## src/rtl/upf_pkg.sv

```systemverilog
`timescale 1ns/1ps
package upf_pkg;
  localparam int ADDR_W = 64;
  localparam int TAG_W  = 8;
  localparam int RID_W  = 16;
  localparam int VC_W   = 3;
  localparam int KIND_W = 2;
  localparam int STAT_W = 3;

  localparam logic [KIND_W-1:0] K_RD = 2'b00;
  localparam logic [KIND_W-1:0] K_WR = 2'b01;

  localparam logic [STAT_W-1:0] ST_UNSUP = 3'b001;

  typedef enum logic [1:0] {
    A_HOST = 2'd0,
    A_PEER = 2'd1,
    A_UR   = 2'd2,
    A_DROP = 2'd3
  } route_e;

  typedef struct packed {
    logic [KIND_W-1:0] kind;
    logic [ADDR_W-1:0] addr;
    logic [TAG_W-1:0]  tag;
    logic [RID_W-1:0]  rid;
    logic [VC_W-1:0]   vc;
  } hdr_t;

  // Address lies beyond the reach bit when any bit from hi upward is set.
  function automatic logic beyond_reach(input logic [ADDR_W-1:0] a, input int hi);
    return (a >> hi) != '0;
  endfunction

  // Inclusive window test; a window with base above limit is disabled.
  function automatic logic in_win(input logic [ADDR_W-1:0] a,
                                  input logic [ADDR_W-1:0] base,
                                  input logic [ADDR_W-1:0] lim);
    return (base <= lim) && (a >= base) && (a <= lim);
  endfunction
endpackage

```

## src/rtl/upf_rr_arb.sv

```systemverilog
`timescale 1ns/1ps
module upf_rr_arb #(
  parameter int N = 3,
  localparam int IW = (N > 1) ? $clog2(N) : 1
) (
  input  logic         clk,
  input  logic         rst_n,
  input  logic [N-1:0] req,
  input  logic         en,
  output logic [N-1:0] grant,
  output logic [IW-1:0] gidx
);
  logic [IW-1:0] last;

  always_comb begin
    logic found;
    found = 1'b0;
    grant = '0;
    gidx  = '0;
    for (int k = 1; k <= N; k++) begin
      int c;
      c = int'(last) + k;
      if (c >= N) c = c - N;
      if (!found && en && req[c]) begin
        grant[c] = 1'b1;
        gidx     = IW'(c);
        found    = 1'b1;
      end
    end
  end

  always_ff @(posedge clk or negedge rst_n) begin
    if (!rst_n) last <= IW'(N - 1);
    else if (|grant) last <= gidx;
  end

  // single grant, only to a requester
  assert_grant_req_R8: assert property (@(posedge clk) disable iff (!rst_n)
    ((grant & ~req) == '0) && $onehot0(grant));
endmodule

```

## src/rtl/upf_evt_cnt.sv

```systemverilog
`timescale 1ns/1ps
module upf_evt_cnt #(
  parameter int W = 16
) (
  input  logic         clk,
  input  logic         rst_n,
  input  logic         inc,
  output logic [W-1:0] cnt
);
  always_ff @(posedge clk or negedge rst_n) begin
    if (!rst_n) cnt <= '0;
    else if (inc) cnt <= cnt + 1'b1;
  end

  assert_cnt_step_R10: assert property (@(posedge clk) disable iff (!rst_n)
    inc |=> (cnt == W'($past(cnt) + 1'b1)));
  assert_cnt_idle_R10: assert property (@(posedge clk) disable iff (!rst_n)
    !inc |=> $stable(cnt));
endmodule

```

## src/rtl/upf_classify.sv

```systemverilog
`timescale 1ns/1ps
module upf_classify import upf_pkg::*; #(
  parameter int NPORT  = 3,
  parameter int HI_BIT = 36,
  localparam int PW = (NPORT > 1) ? $clog2(NPORT) : 1
) (
  input  hdr_t                    hdr,
  input  logic [PW-1:0]           src,
  input  logic [NPORT*ADDR_W-1:0] win_base,
  input  logic [NPORT*ADDR_W-1:0] win_limit,
  output route_e                  act,
  output logic [PW-1:0]           dst,
  output logic                    oor,
  output logic                    peer_hit
);
  logic [NPORT-1:0] hit;

  for (genvar g = 0; g < NPORT; g++) begin : g_win
    assign hit[g] = (PW'(g) != src) &&
                    in_win(hdr.addr, win_base[g*ADDR_W +: ADDR_W],
                           win_limit[g*ADDR_W +: ADDR_W]);
  end

  // Lowest index wins when windows overlap.
  always_comb begin
    dst      = '0;
    peer_hit = 1'b0;
    for (int i = NPORT - 1; i >= 0; i--) begin
      if (hit[i]) begin
        dst      = PW'(i);
        peer_hit = 1'b1;
      end
    end
  end

  assign oor = beyond_reach(hdr.addr, HI_BIT);

  always_comb begin
    if (oor) begin
      act = (hdr.kind == K_WR) ? A_DROP : A_UR;
    end else if (peer_hit) begin
      if (hdr.kind == K_WR)      act = (hdr.vc == '0) ? A_PEER : A_UR;
      else if (hdr.kind == K_RD) act = A_UR;
      else                       act = A_HOST;
    end else begin
      act = A_HOST;
    end
  end
endmodule

```

## src/rtl/upf_router.sv

```systemverilog
`timescale 1ns/1ps
module upf_router import upf_pkg::*; #(
  parameter int NPORT  = 3,
  parameter int HI_BIT = 36,
  parameter int CNT_W  = 16,
  localparam int PW = (NPORT > 1) ? $clog2(NPORT) : 1
) (
  input  logic                    clk,
  input  logic                    rst_n,
  input  logic [NPORT-1:0]        in_valid,
  output logic [NPORT-1:0]        in_ready,
  input  logic [NPORT*KIND_W-1:0] in_kind,
  input  logic [NPORT*ADDR_W-1:0] in_addr,
  input  logic [NPORT*TAG_W-1:0]  in_tag,
  input  logic [NPORT*RID_W-1:0]  in_rid,
  input  logic [NPORT*VC_W-1:0]   in_vc,
  input  logic [NPORT*ADDR_W-1:0] win_base,
  input  logic [NPORT*ADDR_W-1:0] win_limit,
  output logic                    host_valid,
  input  logic                    host_ready,
  output logic [KIND_W-1:0]       host_kind,
  output logic [ADDR_W-1:0]       host_addr,
  output logic [TAG_W-1:0]        host_tag,
  output logic [RID_W-1:0]        host_rid,
  output logic [PW-1:0]           host_src,
  output logic [NPORT-1:0]        peer_valid,
  input  logic [NPORT-1:0]        peer_ready,
  output logic [ADDR_W-1:0]       peer_addr,
  output logic [TAG_W-1:0]        peer_tag,
  output logic [RID_W-1:0]        peer_rid,
  output logic [PW-1:0]           peer_src,
  output logic                    cpl_valid,
  input  logic                    cpl_ready,
  output logic [STAT_W-1:0]       cpl_status,
  output logic [TAG_W-1:0]        cpl_tag,
  output logic [RID_W-1:0]        cpl_rid,
  output logic [PW-1:0]           cpl_dst,
  output logic [CNT_W-1:0]        cnt_drop,
  output logic [CNT_W-1:0]        cnt_ur,
  output logic [CNT_W-1:0]        cnt_peer
);
  localparam int NEV = 3;

  // Arbitration
  logic [NPORT-1:0] grant;
  logic [PW-1:0]    gidx;
  logic             stage_free;
  logic             take;

  upf_rr_arb #(.N(NPORT)) u_arb (
    .clk(clk), .rst_n(rst_n), .req(in_valid), .en(stage_free),
    .grant(grant), .gidx(gidx)
  );

  assign in_ready = grant;
  assign take     = |grant;

  // Ingress mux
  hdr_t hdr_in;
  always_comb begin
    hdr_in.kind = in_kind[int'(gidx)*KIND_W +: KIND_W];
    hdr_in.addr = in_addr[int'(gidx)*ADDR_W +: ADDR_W];
    hdr_in.tag  = in_tag[int'(gidx)*TAG_W +: TAG_W];
    hdr_in.rid  = in_rid[int'(gidx)*RID_W +: RID_W];
    hdr_in.vc   = in_vc[int'(gidx)*VC_W +: VC_W];
  end

  // Holding stage
  logic          st_valid;
  hdr_t          st_hdr;
  logic [PW-1:0] st_src;
  logic          st_done;

  always_ff @(posedge clk or negedge rst_n) begin
    if (!rst_n) begin
      st_valid <= 1'b0;
      st_hdr   <= '0;
      st_src   <= '0;
    end else if (take) begin
      st_valid <= 1'b1;
      st_hdr   <= hdr_in;
      st_src   <= gidx;
    end else if (st_done) begin
      st_valid <= 1'b0;
    end
  end

  // Classification of the held header
  route_e        act;
  logic [PW-1:0] dst;
  logic          oor;
  logic          peer_hit;

  upf_classify #(.NPORT(NPORT), .HI_BIT(HI_BIT)) u_cls (
    .hdr(st_hdr), .src(st_src), .win_base(win_base), .win_limit(win_limit),
    .act(act), .dst(dst), .oor(oor), .peer_hit(peer_hit)
  );

  // Named internal events
  logic ev_host, ev_peer, ev_ur, ev_drop;
  assign ev_host = host_valid && host_ready;
  assign ev_peer = |(peer_valid & peer_ready);
  assign ev_ur   = cpl_valid && cpl_ready;
  assign ev_drop = st_valid && (act == A_DROP);
  assign st_done    = ev_host || ev_peer || ev_ur || ev_drop;
  assign stage_free = !st_valid || st_done;

  // Output channels
  assign host_valid = st_valid && (act == A_HOST);
  assign host_kind  = st_hdr.kind;
  assign host_addr  = st_hdr.addr;
  assign host_tag   = st_hdr.tag;
  assign host_rid   = st_hdr.rid;
  assign host_src   = st_src;

  always_comb begin
    peer_valid = '0;
    if (st_valid && (act == A_PEER)) peer_valid[int'(dst)] = 1'b1;
  end
  assign peer_addr = st_hdr.addr;
  assign peer_tag  = st_hdr.tag;
  assign peer_rid  = st_hdr.rid;
  assign peer_src  = st_src;

  assign cpl_valid  = st_valid && (act == A_UR);
  assign cpl_status = ST_UNSUP;
  assign cpl_tag    = st_hdr.tag;
  assign cpl_rid    = st_hdr.rid;
  assign cpl_dst    = st_src;

  // Event counters
  logic [NEV-1:0]   ev_vec;
  logic [CNT_W-1:0] cnt_arr [NEV];
  assign ev_vec = {ev_peer, ev_ur, ev_drop};

  for (genvar e = 0; e < NEV; e++) begin : g_cnt
    upf_evt_cnt #(.W(CNT_W)) u_cnt (
      .clk(clk), .rst_n(rst_n), .inc(ev_vec[e]), .cnt(cnt_arr[e])
    );
  end

  assign cnt_drop = cnt_arr[0];
  assign cnt_ur   = cnt_arr[1];
  assign cnt_peer = cnt_arr[2];

  // Assertions
  assert_drop_wr_R2: assert property (@(posedge clk) disable iff (!rst_n)
    ev_drop |-> (st_hdr.kind == K_WR) && ((st_hdr.addr >> HI_BIT) != '0));
  assert_one_out_R4: assert property (@(posedge clk) disable iff (!rst_n)
    $onehot0({host_valid, cpl_valid, peer_valid}));
  assert_peer_not_self_R4: assert property (@(posedge clk) disable iff (!rst_n)
    (|peer_valid) |-> !peer_valid[int'(st_src)]);
  assert_peer_wr_R5: assert property (@(posedge clk) disable iff (!rst_n)
    (|peer_valid) |-> (st_hdr.kind == K_WR));
  assert_peer_vc_R6: assert property (@(posedge clk) disable iff (!rst_n)
    (|peer_valid) |-> (st_hdr.vc == '0));
  assert_host_low_R7: assert property (@(posedge clk) disable iff (!rst_n)
    host_valid |-> ((host_addr >> HI_BIT) == '0));
  assert_host_hold_R9: assert property (@(posedge clk) disable iff (!rst_n)
    (host_valid && !host_ready) |=> (host_valid && $stable(host_addr) && $stable(host_tag)));
  assert_cpl_hold_R9: assert property (@(posedge clk) disable iff (!rst_n)
    (cpl_valid && !cpl_ready) |=> (cpl_valid && $stable(cpl_rid) && $stable(cpl_tag)));
  assert_busy_R9: assert property (@(posedge clk) disable iff (!rst_n)
    (st_valid && !st_done) |-> (in_ready == '0));
endmodule

```

## config.mk

```make
export PLATFORM = sky130hd
export DESIGN_NAME = upf_router
export DESIGN_NICKNAME = d
export VERILOG_FILES = /design/src/rtl/upf_pkg.sv /design/src/rtl/upf_rr_arb.sv /design/src/rtl/upf_evt_cnt.sv /design/src/rtl/upf_classify.sv /design/src/rtl/upf_router.sv
export SDC_FILE = /design/constraint.sdc
export NUM_CORES = 1
export LEC_CHECK = 0
export CAP_MARGIN = 20
export CORE_AREA = 3 3 369 371
export CTS_CLUSTER_SIZE = 40
export DETAILED_ROUTE_END_ITERATION = 12
export DIE_AREA = 0 0 372 374
export PLACE_DENSITY = 0.42
export SETUP_SLACK_MARGIN = 0.05
export SLEW_MARGIN = 5
export SYNTH_ARGS = -nofsm -noshare
export SYNTH_HDL_FRONTEND = slang
export SYNTH_SLANG_ARGS = --single-unit
```

## constraint.sdc

```tcl
create_clock -name clk -period 4.7 [get_ports clk]
set_clock_uncertainty 0.2 [all_clocks]
set_input_delay 0.94 -clock clk [delete_from_list [all_inputs] [get_ports clk]]
set_output_delay 0.94 -clock clk [all_outputs]
set_load 0.02 [all_outputs]
```

==> results of run 1 <==
## synthesized netlist by cell type, types with 60 or more instances
library cell and number:
ha_1 585, inv_1 405, nand2_1 236, a21oi_1 227, buf_4 215, o21ai_0 170, dfrtp_1 144, nand4_1 118
mux2i_1 96, nor2_1 78, nand3_1 74, a21o_1 60
## power groups by stage
stage / sequential, mW / combinational [mW] / clock, mW
after floorplan: 2.60 / 8.98 / 0
after global routing: 2.56 / 20.6 / 1.70
final: 2.48 / 19.0 / 1.57
after detailed placement: 2.47 / 16.3 / 0
after CTS: 2.48 / 18.5 / 1.68
after global placement: 2.48 / 16.2 / 0
## final cells by class
class                      count  area (sq um)  area share
sequential                   145          3651     0.08305
inverter                     405          1523     0.03464
tap                         1768          2212     0.05032
multi-input combinational   2069         20100      0.4571
clock inverter                14         166.4    0.003785
timing repair buffer        1725         15800      0.3594
antenna                       30         75.07    0.001708
clock buffer                  18         439.2    0.009989
## worst paths after layout
check	start	endpoint	slack, ns	depth (start not counted)
setup / recovery	win_base[103]	in_ready[2]	-0.74	16
hold / removal	rst_n	cpl_rid[2]	0.24	1
setup reg to reg	host_addr[57]	host_addr[40]	-0.03	20
hold reg to reg	g_cnt[1].u_cnt.cnt[15]	g_cnt[1].u_cnt.cnt[15]	0.27	1
max in group asynchronous	rst_n	host_addr[49]	3.01	2
min in group clk	g_cnt[1].u_cnt.cnt[15]	g_cnt[1].u_cnt.cnt[15]	0.27	1
## cell usage in the layout (no fill, tap or decap), types with 15 or more instances in the layout
cell type        Yosys  final
nor3_1              26     18
inv_2                0    168
mux2i_1             96     96
mux2_2              59     20
ha_4                 0    158
dfrtp_2              0     17
a21oi_2              0     23
dlygate4sd2_1        0    199
inv_1              405    236
mux2_4              39     78
dlymetal6s2s_1       0     18
clkdlybuf4s15_1      0     20
dfrtp_1            144    127
buf_12               3     33
a21oi_1            227    200
a21o_1              60     58
nand4_1            118    118
nand2_1            236    227
o21ai_0            170    147
buf_2                2     32
diode_2              0     30
nand3_1             74     66
clkbuf_16            0     21
clkbuf_2             0     15
nor2b_1             18     17
xor2_1              28     28
nor2_1              78     69
ha_1               585    424
clkdlybuf4s50_1      0    625
xnor2_1             18     18
buf_4              215    669
buf_6                1     86
## through the flow
step                      setup slack [ns]  TNS (ns)  instance area [sq um]
after floorplan                    0.05234         0                  23950
after detailed placement            -2.264   -244.08                  39080
after global routing               -0.8887    -16.05                  43930
after global placement              -2.314   -248.15                  39080
final                              -0.7423    -7.762                  43960
after CTS                          -0.8253    -7.876                  43160
## critical path, stage by stage
cell and delay [ns]:
clkdlybuf4s15_1 0.26, inv_1 0.07, ha_1 0.35, and4_4 0.19, a221oi_4 0.39, buf_4 0.19
o21ai_0 0.14, o32ai_2 0.27, o211ai_1 0.19, and3_4 0.22, a311oi_4 0.27, buf_6 0.17
o2bb2ai_4 0.14, nand3_4 0.16, a21boi_4 0.18, buf_6 0.14
## sequential cells by signal (all words and copies together) (netlist names)
signal           flops
host_kind            2
cpl_tag              8
cpl_rid             16
st_hdr               3
cpl_dst              2
host_addr           64
g_cnt.u_cnt.cnt     48
st_valid             1
u_arb.last           1
## per-layer routing
layer,track usage,vias up,share of wire
met3,0.03942,128,0.047
met1,0.2406,12550,0.43
met5,0,-,0.00063
li1,-,13090,-
met2,0.3452,683,0.50
met4,0.04612,16,0.019
## what timing repair did
item | CTS | global route
setup buffers | 103 | 23
pin swaps | 229 | 95
resized for setup | 1040 | 153
gates cloned | 4 | 4
setup endpoints to repair | 137 | 110
## cell families (layout without fill, tap and decap cells)
family,count (synthesis),count (layout),synth area share
AO/OA/AOI/OAI,590,590,0.1508
XOR/XNOR,46,46,0.01695
adder cells (fa/ha/maj),585,585,0.3079
buffers and inverters,658,2162,0.1408
flip-flops,145,145,0.1527
multiplexers,194,194,0.09301
other,2,33,0.0003160
AND/OR/NAND/NOR,651,651,0.1374
==> results.cfg, run 1 <==
[status]
status = complete, but fails checks
violations = setup timing

[sta]
min_period_ns = 5.442
fin_crit_sh = 1.158
timing.final.ws_setup_ns = -0.7423
slew_headroom = 0.4844
fmax_mhz = 183.7
rsz0062_at_grt = true
hold_viol = 0
drv_slew = 0
setup_viol = 84
holdWs_ns = 0.2350
worst_slew_pin_slew_ns = 0.7734

[drt]
postRouteAntennaNets = 0
drtIter0Drc = 1188
drt_wl_total_microns = 140500
num_vias = 26460
post_drt_wl_per_cell_microns = 22.76
drtPass1Iterations = 7
drc = 0
vias_per_cell = 4.286

[pwr]
p_total_mw = 23.04
power_density_mw_per_mm2 = 524.0
power_frac_seq = 0.108
clkPwrFrac = 0.068
swShare = 0.4672
vdd_drop_max_mv = 0.3568
p_switching_mw = 10.76
comb_power_share = 0.824
leakage_nw = 20.74
intPower_mw = 12.27

[clock_tree]
worstSkewPairLatency_ns = 0.53
cts_buffer_depth = 2
cts_hold_buf = 0
ctsHtreeMaxLevel = 4
root_buffer = clkbuf_16
cts.sinks = 145
cts_buffers = 17
path_clk_slew_ns = 0.08
cts_tree = yes

[synthesis]
synth_top_area_cell = ha_1
synth_top_flop_cell = dfrtp_1
ys_seq_area_frac = 0.1527
synth_top_area_share = 0.3079
ys_async_sr_fraction = 1.000
avgSynthCellArea_sq_um = 8.279
ys_warn_count = 0
netlist_instances = 2871
yosysUniqueCellTypes = 81
synthTopCellsByArea = ha_1 (31%), dfrtp_1 (15%), buf_4 (6.8%)
netlist_area_sq_mm = 0.02377
synth_edf_count = 0
synth-seq-cells = 145

[grt]
grt_usage = 0.1953
gr-total-overflow = 0
grt_max_degree = 74
grt_pass1_vias = 27470
grt_pass1_wl_microns = 194300
antenna_found_initial = 57

[floorplanning]
die_y_microns = 374
core_area_sq_mm = 0.1333
fp.dieW_microns = 372
die-area_sq_mm = 0.1391
rows = 134
ios = 940
start_util = 0.1783

[layout]
nets = 5621
area_growth_pct = 84.96
fillerInstances = 14020
drive_above_1_share = 0.3448
stdcell_count = 6174
final_util = 0.3298

[worst_setup_path]
required_ns = 3.56
start_kind = input pin
crit_fanout = 4
cp.arrival_ns = 4.30
worstSetupEndpointType = primary output
path_class = input pin to primary output

[placed_design]
hpwl_microns = 120500
gp_congestion = 0.8876
io_buffers = 936
placed_cells = 5986

[flow_run]
maxCapViolCount = 0

[worst_hold_path]
holdCritPathClass = input pin to async pin
Note: power is estimated with default switching activity, not from simulation.
==> inputs of run 2 (changes only) <==
- CORE_AREA: 3 3 369 371 -> 3 3 367 369
- DIE_AREA: 0 0 372 374 -> 0 0 370 372
- SYNTH_HIERARCHICAL: unset -> 1
==> results.cfg, run 2 <==
[worst_setup_path]
cpPeakStageDelay_ns = 0.51
cp.arrival_ns = 5.15
worstSetupEndpointType = primary output
crit_fanout = 4
r2r_slack_ns = -1.46
rr_endpoint = host_addr[20]
crit_path_cell_trace = clkdlybuf4s15_2 -> buf_6 -> ha_4 -> nand4_1 -> and4bb_2 -> nand2_4 -> or4_4 -> or3_4 -> a211o_1 -> buf_12 -> nor3b_4 -> buf_4 -> o22ai_4 -> nor4bb_4 -> o2bb2ai_4 -> or2_4 -> o21ai_4 -> a31oi_4 -> buf_6
required_ns = 3.56
slowest_stage = or4_4
worst_path_most_repeated_cell = buf_6
start_kind = input pin
reg2reg_depth = 29
path_class = input pin to primary output
rr_startpoint = host_addr[33]

[placed_design]
io_buffers = 936
gp_congestion = 0.8862
hpwl_microns = 124100
dpl_cell_area_sq_mm = 0.03940

[drt]
post_drt_wl_per_cell_microns = 23.65
num_vias = 26900
drt_wl_total_microns = 146500
postRouteAntennaNets = 0
drtIter0Drc = 1164
drc = 0
drtPass1Iterations = 5
vias_per_cell = 4.345

[synthesis]
ys_warn_count = 6
netlist_instances = 2868
netlist_area_sq_mm = 0.02349
avgSynthCellArea_sq_um = 8.191

[layout]
area_growth_pct = 91.13
drive_above_1_share = 0.3195
nets = 5655
final_util = 0.3415
fillerInstances = 13730
largest_register_ffs = 64
final_common_cell = clkdlybuf4s50_1
final_cell_mix = clkdlybuf4s50_1 (748), buf_4 (700), ha_1 (480), inv_1 (312), a21oi_1 (272)
final_area_sq_mm = 0.04490

[floorplanning]
die_y_microns = 372
rows = 133
die-area_sq_mm = 0.1376
fp.dieW_microns = 370
core_area_sq_mm = 0.1315
start_util = 0.1787
ios = 940

[clock_tree]
root_buffer = clkbuf_16
worstSkewPairLatency_ns = 0.52
cts_buffer_depth = 2
path_clk_slew_ns = 0.07
ctsHtreeMaxLevel = 4
cts_tree = yes
cts_buffers = 17
cts.sinks = 146

[sta]
setup_tns_ns = -169.25
drv_slew = 0
hold_viol = 0
timing.final.ws_setup_ns = -1.592
rsz0062_at_grt = true
fmax_mhz = 158.9
setup_viol = 153
fin_crit_sh = 1.339
min_period_ns = 6.292
worst_slew_pin_slew_ns = 0.8749
slew_headroom = 0.4168

[grt]
grt_pass1_wl_microns = 200600
grt_usage = 0.2044
grt_pass1_vias = 27830
grt_max_degree = 98
antenna_found_initial = 44
gr-total-overflow = 0

[pwr]
leakage_nw = 21.21
p_total_mw = 24.27
vdd_drop_max_mv = 0.5990
power_density_mw_per_mm2 = 540.5

[status]
status = complete, but fails checks
violations = setup timing

[worst_hold_path]
hold_depth = 1
holdCritPathClass = flip-flop to flip-flop
holdPathEnd = g_cnt[1].u_cnt/cnt[15]
hold_start = g_cnt[1].u_cnt/cnt[15]

[flow_run]
maxCapViolCount = 0
## run 2: changes by cell type in the layout (fill, tap and decap cells not counted), moves of 63 or more
cell,delta
inv_2,-83
clkdlybuf4s50_1,+123
dlygate4sd2_1,-114
mux2_4,-76
nand2_1,-82
nor2_1,+77
o21ai_0,-100
a2bb2oi_2,+63
a21oi_1,+72
inv_1,+76
## run 2: report_power, final
part / internal, mW / switching [mW] / total [mW]
clock network: 0.721 / 0.792 / 1.51
logic: 9.97 / 10.1 / 20.1
registers: 1.80 / 0.872 / 2.67
## run 2: repair_timing
| item | in CTS | in global routing |
|---|---|---|
| gates cloned | 17 | 0 |
| gates resized for setup | 614 | 279 |
| buffers inserted | 91 | 24 |
| pin swaps | 185 | 120 |
| hold buffers | 0 | 0 |
| endpoints found under the setup margin | 154 | 154 |
## run 2: worst max-delay path by stage
stage / startpoint / endpoint / cells past startpoint
4_1_cts: host_addr[53] / in_ready[0] / 20
2_1_floorplan: win_limit[126] / host_addr[25] / 21
5_1_grt: win_limit[100] / in_ready[0] / 22
3_5_place_dp: win_limit[123] / in_ready[0] / 21
6_report: win_base[120] / in_ready[0] / 19
3_3_place_gp: win_limit[123] / host_addr[15] / 24
## run 2: cell type report
type                       count  area [sq um]  area share
antenna                       27         67.56    0.001505
clock buffer                  17         425.4    0.009475
clock inverter                15         187.7    0.004180
inverter                     400          1519     0.03383
multi-input combinational   2060         19730      0.4394
sequential                   146          3661     0.08154
tap                         1755          2196     0.04891
timing repair buffer        1772         17110      0.3812
## run 2: stage by stage
stage | setup WS (ns) | hold WS [ns] | cells
final | -1.592 | 0.2727 | 6192
after detailed placement | -3.223 | 0.2709 | 6012
after global placement | -3.384 | 0.2645 | 6011
after CTS | -1.650 | 0.2773 | 6144
after global routing | -1.743 | 0.3025 | 6186
after floorplan | -0.5346 | 0.3049 | 2869
## run 2: routing by layer
layer / global-route usage / vias up / part of all wire
li1: - / 13260 / -
met1: 0.2580 / 12780 / 0.43
met2: 0.3648 / 739 / 0.50
met3: 0.02399 / 121 / 0.041
met4: 0.05583 / 4 / 0.025
met5: 0 / - / 0.00018
## run 2: critical path: cells and delay by family
kind / cells / cell delay [ns]
compound gates: 5 / 0.89
fa+ha+maj: 1 / 0.24
buf+inv: 5 / 0.76
simple gates: 8 / 2.31
